$ cat src/rtl/fpx_pkg.sv
// Shared constants and types for the floating-point exception unit.
// Assumes one instruction class per cycle; stack fault sits above the maskable set.
package fpx_pkg;
    localparam int FPX_NUM_MASKED  = 6;
    localparam int FPX_NUM_FLAGS   = FPX_NUM_MASKED + 1;
    localparam int FPX_IDX_INVALID = 0;
    localparam int FPX_IDX_STACK   = FPX_NUM_MASKED;

    typedef enum logic [2:0] {
        CLS_FPOP       = 3'd0,
        CLS_WAIT       = 3'd1,
        CLS_CLR_WAIT   = 3'd2,
        CLS_CLR_NOWAIT = 3'd3,
        CLS_INIT       = 3'd4,
        CLS_LDCW       = 3'd5
    } fpx_cls_e;

    typedef struct packed {
        logic trap;
        logic exec_op;
        logic clear;
        logic init;
        logic load_cw;
    } fpx_cmd_t;
endpackage

$ cat src/rtl/fpx_issue_decode.sv
// Turns the presented instruction class and the pending state into one command.
// Waiting classes trap while a trap is pending; non-waiting classes always run.
module fpx_issue_decode
    import fpx_pkg::*;
(
    input  logic           instr_valid,
    input  logic [2:0]     instr_class,
    input  logic           pending,
    output fpx_cmd_t       cmd
);
    // Command selection for the current cycle.
    always_comb begin
        cmd = '0;
        if (instr_valid) begin
            case (instr_class)
                CLS_FPOP: begin
                    cmd.trap    = pending;
                    cmd.exec_op = !pending;
                end
                CLS_WAIT:       cmd.trap = pending;
                CLS_CLR_WAIT: begin
                    cmd.trap  = pending;
                    cmd.clear = !pending;
                end
                CLS_CLR_NOWAIT: cmd.clear   = 1'b1;
                CLS_INIT:       cmd.init    = 1'b1;
                CLS_LDCW:       cmd.load_cw = 1'b1;
                default:        cmd = '0;
            endcase
        end
    end
endmodule

$ cat src/rtl/fpx_sticky_flags.sv
// Sticky exception flag register; a stack fault also records invalid operation.
// Assumes clear and set are never requested together by the decoder.
module fpx_sticky_flags #(
    parameter int NUM_MASKED = 6,
    localparam int NF = NUM_MASKED + 1
) (
    input  logic          clk,
    input  logic          rst_n,
    input  logic          set_en,
    input  logic [NF-1:0] raw_exc,
    input  logic          clear,
    output logic [NF-1:0] flags
);
    logic [NF-1:0] set_vec;

    // Fold the stack-fault strobe into the invalid-operation position.
    always_comb begin
        set_vec    = raw_exc;
        set_vec[0] = raw_exc[0] | raw_exc[NF-1];
    end

    // Hold, accumulate or clear the flags.
    always_ff @(posedge clk) begin
        if (!rst_n)      flags <= '0;
        else if (clear)  flags <= '0;
        else if (set_en) flags <= flags | set_vec;
    end
endmodule

$ cat src/rtl/fpx_ctrl_mask.sv
// Exception mask register: preset to all ones by reset or initialize.
// Assumes load and init are mutually exclusive.
module fpx_ctrl_mask #(
    parameter int NUM_MASKED = 6
) (
    input  logic                  clk,
    input  logic                  rst_n,
    input  logic                  init,
    input  logic                  load,
    input  logic [NUM_MASKED-1:0] wdata,
    output logic [NUM_MASKED-1:0] mask
);
    // Update the masks on reset, initialize or control-word load.
    always_ff @(posedge clk) begin
        if (!rst_n || init) mask <= '1;
        else if (load)      mask <= wdata;
    end
endmodule

$ cat src/rtl/fpx_summary.sv
// Summary bit: any maskable flag set while its mask bit is clear.
// Purely combinational, so it follows every flag or mask change.
module fpx_summary #(
    parameter int NUM_MASKED = 6
) (
    input  logic [NUM_MASKED-1:0] flags,
    input  logic [NUM_MASKED-1:0] mask,
    output logic                  summary
);
    logic [NUM_MASKED-1:0] exposed;

    for (genvar i = 0; i < NUM_MASKED; i++) begin : g_expose
        assign exposed[i] = flags[i] & ~mask[i];
    end

    // Reduce the exposed vector.
    always_comb summary = |exposed;
endmodule

$ cat src/rtl/fpx_trap_unit.sv
// Top of the exception status and deferred trap unit.
// Assumes the instruction decoder presents one class per cycle and drives exc_in only with ops.
module fpx_trap_unit #(
    parameter int NUM_MASKED = fpx_pkg::FPX_NUM_MASKED,
    localparam int NF = NUM_MASKED + 1
) (
    input  logic                  clk,
    input  logic                  rst_n,
    input  logic                  instr_valid,
    input  logic [2:0]            instr_class,
    input  logic [NF-1:0]         exc_in,
    input  logic [NUM_MASKED-1:0] cw_wdata,
    output logic [NF:0]           status_word,
    output logic [NUM_MASKED-1:0] ctrl_mask,
    output logic                  trap_req,
    output logic                  stall
);
    import fpx_pkg::*;

    fpx_cmd_t      cmd;
    logic [NF-1:0] flags;
    logic          summary;

    fpx_issue_decode i_decode (
        .instr_valid (instr_valid),
        .instr_class (instr_class),
        .pending     (summary),
        .cmd         (cmd)
    );

    fpx_sticky_flags #(.NUM_MASKED(NUM_MASKED)) i_flags (
        .clk     (clk),
        .rst_n   (rst_n),
        .set_en  (cmd.exec_op),
        .raw_exc (exc_in),
        .clear   (cmd.clear | cmd.init),
        .flags   (flags)
    );

    fpx_ctrl_mask #(.NUM_MASKED(NUM_MASKED)) i_mask (
        .clk   (clk),
        .rst_n (rst_n),
        .init  (cmd.init),
        .load  (cmd.load_cw),
        .wdata (cw_wdata),
        .mask  (ctrl_mask)
    );

    fpx_summary #(.NUM_MASKED(NUM_MASKED)) i_summary (
        .flags   (flags[NUM_MASKED-1:0]),
        .mask    (ctrl_mask),
        .summary (summary)
    );

    // Drive the outward status and handshake signals.
    always_comb begin
        status_word = {summary, flags};
        trap_req    = cmd.trap;
        stall       = summary;
    end
endmodule

$ cat config.mk
export PLATFORM = sky130hd
export DESIGN_NAME = fpx_trap_unit
export DESIGN_NICKNAME = d
export VERILOG_FILES = /design/src/rtl/fpx_pkg.sv /design/src/rtl/fpx_issue_decode.sv /design/src/rtl/fpx_sticky_flags.sv /design/src/rtl/fpx_ctrl_mask.sv /design/src/rtl/fpx_summary.sv /design/src/rtl/fpx_trap_unit.sv
export SDC_FILE = /design/constraint.sdc
export NUM_CORES = 1
export LEC_CHECK = 0
export ABC_AREA = 0
export BUFFER_PORTS_ARGS = -buffer_cell sky130_fd_sc_hd__buf_2
export CAP_MARGIN = 20
export CORE_AREA = 4 4 41 43
export CTS_BUF_LIST = sky130_fd_sc_hd__clkbuf_4 sky130_fd_sc_hd__clkbuf_8
export DETAILED_ROUTE_END_ITERATION = 16
export DIE_AREA = 0 0 45 47
export PLACE_DENSITY = 0.83
export SLEW_MARGIN = 20
export SYNTH_ARGS = -nofsm -noshare
export SYNTH_HDL_FRONTEND = slang
export SYNTH_SLANG_ARGS = --single-unit
$ cat constraint.sdc
create_clock -name clk -period 4.15 [get_ports clk]
set_input_delay 0.2075 -clock clk [delete_from_list [all_inputs] [get_ports clk]]
set_output_delay 0.2075 -clock clk [all_outputs]
set_load 0.01 [all_outputs]
==> results of run 1 <==
metal layers:
metal | vias up | track usage [%] | share of wire [%]
met1 | 269 | 16.9 | 42
met5 | - | 0 | 0
met3 | 0 | 5.75 | 5.9
met4 | 0 | 8.19 | 0
met2 | 16 | 24.6 | 52
li1 | 310 | - | -
where the power goes:
part	total [mW]	leakage, nW	switching, mW	internal [mW]
combinational	0.0281	0.282	0.0145	0.0136
clock	0.0835	0.0184	0.0397	0.0438
sequential	0.129	0.105	0.00180	0.127
logic make-up after synthesis:
kind of cell	Yosys count
simple gates	26
compound gates	16
flops	13
buf+inv	7
mux	4
final cells by class:
cell class | instances | area (sq um)
clock buffer | 4 | 30.0
tap | 15 | 18.8
timing repair buffer | 34 | 170
fill | 125 | 489
sequential | 13 | 260
inverter | 5 | 18.8
multi-input combinational | 46 | 314
state kept, by name, indices dropped and copies added, names as in the netlist:
| signal | count |
|---|---|
| i_flags.flags | 7 |
| i_mask.mask | 6 |
cell usage after synthesis:
library cell / instances / area share (%)
dfxtp_1: 13 / 43
nand2_1: 10 / 6.2
a31oi_1: 7 / 7.2
nor2_1: 7 / 4.3
inv_1: 5 / 3.1
mux2i_1: 4 / 6.6
nand2b_1: 3 / 3.1
o21ai_0: 2 / 1.7
a21oi_1: 1 / 0.83
a21oi_2: 1 / 1.4
a221oi_4: 1 / 4.3
a22oi_1: 1 / 1.2
a311o_1: 1 / 1.7
and4b_1: 1 / 1.7
buf_4: 1 / 1.2
clkbuf_1: 1 / 0.62
nand3b_1: 1 / 1.2
nand4b_1: 1 / 1.4
nor3b_1: 1 / 1.2
o2111a_1: 1 / 1.9
o211ai_2: 1 / 2.1
or3b_1: 1 / 1.4
or4b_4: 1 / 2.3
metrics by stage:
step	cells	hold slack (ps)	utilization, %
2_1_floorplan	66	332	-
3_3_place_gp	113	417	60.1
3_5_place_dp	113	424	60.1
4_1_cts	117	128	62.4
5_1_grt	117	156	62.4
6_report	117	138	62.4
worst max-delay path, cell delays in order (launching register included):
cell and delay [ps]:
dfxtp_1 350, nand2b_1 110, o2111a_1 390, nand2_1 130, and4b_1 190, buf_2 130
path summary, 6_finish.rpt:
path | from | cells after the start | slack (ps) | endpoint
setup / recovery | i_mask.mask[5]$_SDFFE_PP1P_ | 5 | 2370 | trap_req
hold / removal | cw_wdata[5] | 3 | 140 | i_mask.mask[5]$_SDFFE_PP1P_
setup reg to reg | i_mask.mask[5]$_SDFFE_PP1P_ | 4 | 2680 | i_flags.flags[2]$_SDFFE_PP0P_
hold reg to reg | i_flags.flags[6]$_SDFFE_PP0P_ | 2 | 490 | i_flags.flags[6]$_SDFFE_PP0P_
==> results.yml, run 1 <==
drt:
  vias: 595
  ant_nets: 0
  route.detailed.drc: 0
  wl_per_cell_um: 12.3
  drtPass1Iterations: 4
  wl_um: 1440
  drt_iter0_markers: 8
  detail_route.vias_per_cell: 5.09
place:
  place_ws_ps: 2570
  port_buffers: 34
  gp_congestion: 0.752
  dpl_cell_area_sq_um: 782
  hpwl_um: 1170
clock_tree:
  cts_tree: "built"
  cts_buffer_depth: 2
  post_cts_resize_count: 0
  cts_buffers: 3
  clk_latency_ps: 270
  root_buffer: "clkbuf_4"
  cts.sinks: 13
  clk_pin_slew_ps: 70
  htree_levels: 1
  cts_setup_buffers: 0
  cts_hold_buf: 0
sta:
  setup_slack_ps: 2370
  skew_ps: 1.01
  fin_crit_ps: 1780
  drv_slew: 0
  max_freq_mhz: 560
  tns_ps: 0
  finalSetupViolations: 0
  period_share_pct: 43.0
  hold_viol_final: 0
  rsz0062_at_grt: "no"
  worst_slew_pin_slew_ps: 502
  relSlewSlack_pct: 66.4
run_status:
  status: "finished, final reports clean"
global_route:
  track_usage_pct: 15.0
  grt_overflow: 0
  grt_pass1_wl_um: 2270
  grt_pass1_vias: 587
  antenna_found_initial: 0
  grt_max_degree: 10
worst_setup_path:
  cp.required_ps: 3940
  cp.arrival_ps: 1580
  worstSetupPathType: "reg -> out"
  startpoint_type: "register"
  end_kind: "output pin"
  crit_fanout: 9
pwr:
  power.total_mw: 0.240
  leakagePower_nw: 0.406
  p_per_area_mw_per_mm2: 296
  irDropWorstVdd_v: 0.000201
logic_synthesis:
  yosysSeqAreaShare_pct: 43.1
  yosysWarnings: 0
  synth-compound-area-share_pct: 22.4
  synthMuxAreaShare_pct: 6.63
  synth_area_per_cell_sq_um: 9.16
  synth-simple-area-share_pct: 23.0
  synth_top_family_by_area: "simple AND/OR/NAND/NOR gates"
  synth_area_sq_um: 604
  synth_seq_cells: 13
  syn_inst: 66
  synth_cell_types: 23
  synthAdderAreaFrac_pct: 0
  synth_fp_nets: 85
  synth_xor_area_share_pct: 0
layout:
  fin_nets: 122
  insertedDiodeCount: 0
  syn2layout_area_growth_pct: 34.4
  final_common_cell: "buf_2"
  final_layout_size_suffix_gt1_share_pct: 41.2
  mostFrequentLayoutCells: "34 x buf_2, 13 x dfxtp_1, 10 x nand2_1"
  finish.instance_area_sq_um: 812
floorplan:
  fp.dieH_um: 47
  initial_utilization_pct: 46.4
  die_w_um: 45
  io_pins: 35
  die_area_sq_mm: 0.00212
  rows: 13
  coreArea_sq_mm: 0.00130
flow_run:
  drv_cap: 0
min_path:
  hold_class: "in -> reg"
(Power assumes the default switching activity.)
==> run 2: changes to the inputs <==
- CORE_AREA: 4 4 41 43 -> default
- CORE_MARGIN: default -> 4
- CORE_UTILIZATION: default -> 39
- DIE_AREA: 0 0 45 47 -> default
- PLACE_DENSITY: 0.83 -> 0.75
- clock period: 4.15 -> 1.5 ns (I/O delays scaled with it)
==> results.yml, run 2 (synthesized netlist as in run 1, its figures left out) <==
clock_tree:
  cts_setup_buffers: 0
  clk_pin_slew_ps: 70
  cts_tree: "built"
  cts_buffer_depth: 2
  cts.sinks: 13
  htree_levels: 1
  root_buffer: "clkbuf_4"
  cts_buffers: 3
  clk_latency_ps: 280
pwr:
  clockPowerShare_pct: 34.8
  combPwrFrac_pct: 11.9
  p_seq_share_pct: 53.3
  switching_share_pct: 23.4
  p_int_mw: 0.513
  irDropWorstVdd_v: 0.000497
  power.total_mw: 0.669
  leakagePower_nw: 0.413
  p_sw_mw: 0.157
  p_per_area_mw_per_mm2: 795
drt:
  wl_per_cell_um: 12.0
  vias: 601
  detail_route.vias_per_cell: 5.05
  drtPass1Iterations: 3
  wl_um: 1430
  route.detailed.drc: 0
  drt_iter0_markers: 7
  ant_nets: 0
sta:
  max_freq_mhz: 716
  skew_ps: 4.87
  drv_slew: 0
  rsz0062_at_grt: "no"
  finalSetupViolations: 0
  relSlewSlack_pct: 65.7
  fin_crit_ps: 1400
  tns_ps: 0
  worst_slew_pin_slew_ps: 512
  period_share_pct: 93.1
  hold_viol_final: 0
floorplan:
  fp.dieH_um: 47.4
  io_pins: 35
  initial_utilization_pct: 43.7
  rows: 13
  die_w_um: 47.4
  coreArea_sq_mm: 0.00138
  die_area_sq_mm: 0.00224
min_path:
  min_from: "cw_wdata[2]"
  holdPathStages: 3
  whs_endpoint: "i_mask.mask[2]$_SDFFE_PP1P_"
  hold_class: "in -> reg"
worst_setup_path:
  rrSetupSlack_ps: 200
  r2r-end: "i_flags.flags[2]$_SDFFE_PP0P_"
  cp.required_ps: 1420
  reg2reg_depth: 4
  worstSetupPathType: "reg -> out"
  cp_num_buf_inv: 1
  end_kind: "output pin"
  startpoint_type: "register"
  critPathTopFamily: "flip-flops"
  crit_fanout: 3
  crit_chain: "nand2b_1 -> o2111a_2 -> nand2_2 -> and4b_1 -> buf_2"
  r2r-start: "i_flags.flags[0]$_SDFFE_PP0P_"
  cp_slowest_stage_delay_ps: 350
  cp.arrival_ps: 1320
  slowest_stage: "dfxtp_1"
layout:
  fin_nets: 124
  top_register: "i_flags.flags"
  final_common_cell: "buf_2"
  top_regs: "i_flags.flags: 7 flops, i_mask.mask: 6 flops"
  insertedDiodeCount: 0
  largest_reg_flops: 7
  mostFrequentLayoutCells: "34 x buf_2, 10 x dfxtp_1, 9 x nand2_1"
  final_layout_size_suffix_gt1_share_pct: 47.1
  fill_cells: 113
  syn2layout_area_growth_pct: 39.3
global_route:
  grt_pass1_wl_um: 2260
  grt_max_degree: 9
  antenna_found_initial: 0
  grt_overflow: 0
  track_usage_pct: 15.0
  grt_pass1_vias: 533
flow_run:
  drv_cap: 0
place:
  hpwl_um: 1150
  port_buffers: 34
  gp_congestion: 0.727
run_status:
  status: "finished, final reports clean"
run 2: power groups by stage:
stage / Sequential, mW / Clock (mW) / Combinational (mW)
detailed placement: 0.364 / 0 / 0.0773
finish: 0.357 / 0.233 / 0.0797
floorplan: 0.367 / 0 / 0.0330
global placement: 0.364 / 0 / 0.0764
CTS: 0.356 / 0.244 / 0.0794
global route: 0.358 / 0.263 / 0.0899
run 2: worst max-delay path by stage:
stage | from | endpoint | slack, ps | cells past startpoint
after detailed placement | instr_class[2] | i_flags.flags[0]$_SDFFE_PP0P_ | 50 | 5
after global routing | i_flags.flags[0]$_SDFFE_PP0P_ | trap_req | 7 | 5
final | i_mask.mask[2]$_SDFFE_PP1P_ | trap_req | 100 | 5
after floorplan | i_mask.mask[5]$_SDFFE_PP1P_ | i_flags.flags[1]$_SDFFE_PP0P_ | 70 | 5
after CTS | i_mask.mask[4]$_SDFFE_PP1P_ | trap_req | 20 | 5
after global placement | instr_class[2] | i_flags.flags[0]$_SDFFE_PP0P_ | 80 | 5
run 2: area by class of cell:
| cell class | instances | area [sq um] | share of cell area (%) |
|---|---|---|---|
| multi-input combinational | 46 | 323 | 38.3 |
| sequential | 13 | 264 | 31.4 |
| timing repair buffer | 36 | 188 | 22.3 |
| clock buffer | 4 | 30.0 | 3.57 |
| inverter | 5 | 18.8 | 2.23 |
| tap | 15 | 18.8 | 2.23 |
run 2: timing repair:
action,4_1_cts,5_1_grt
hold buffers,1,0
setup endpoints to repair,0,1
resized for setup,0,6
hold endpoints to repair,1,0
run 2: per-stage QoR:
stage	hold slack [ps]	area, sq um	util, %	setup slack (ps)	std cells
detailed placement	292	790	57.1	47.8	114
global route	30.9	842	60.9	7.27	119
CTS	1.36	830	60.0	19.1	119
global placement	285	790	57.1	75.6	114
floorplan	200	604	-	68.1	66
finish	7.47	842	60.9	103	119
run 2: worst register-to-register path, stage by stage, from the launching register on:
cell and delay (ps):
dfxtp_2 330, inv_1 60, o2111a_2 290, a311o_1 430, nor2_1 140
run 2: metal layers:
metal / global-route usage, % / vias to the layer above / wire [um]
li1: - / 313 / -
met1: 17.5 / 262 / 590
met2: 22.7 / 21 / 661
met3: 8.05 / 5 / 150
met4: 6.63 / 0 / 24
met5: 0 / - / 0
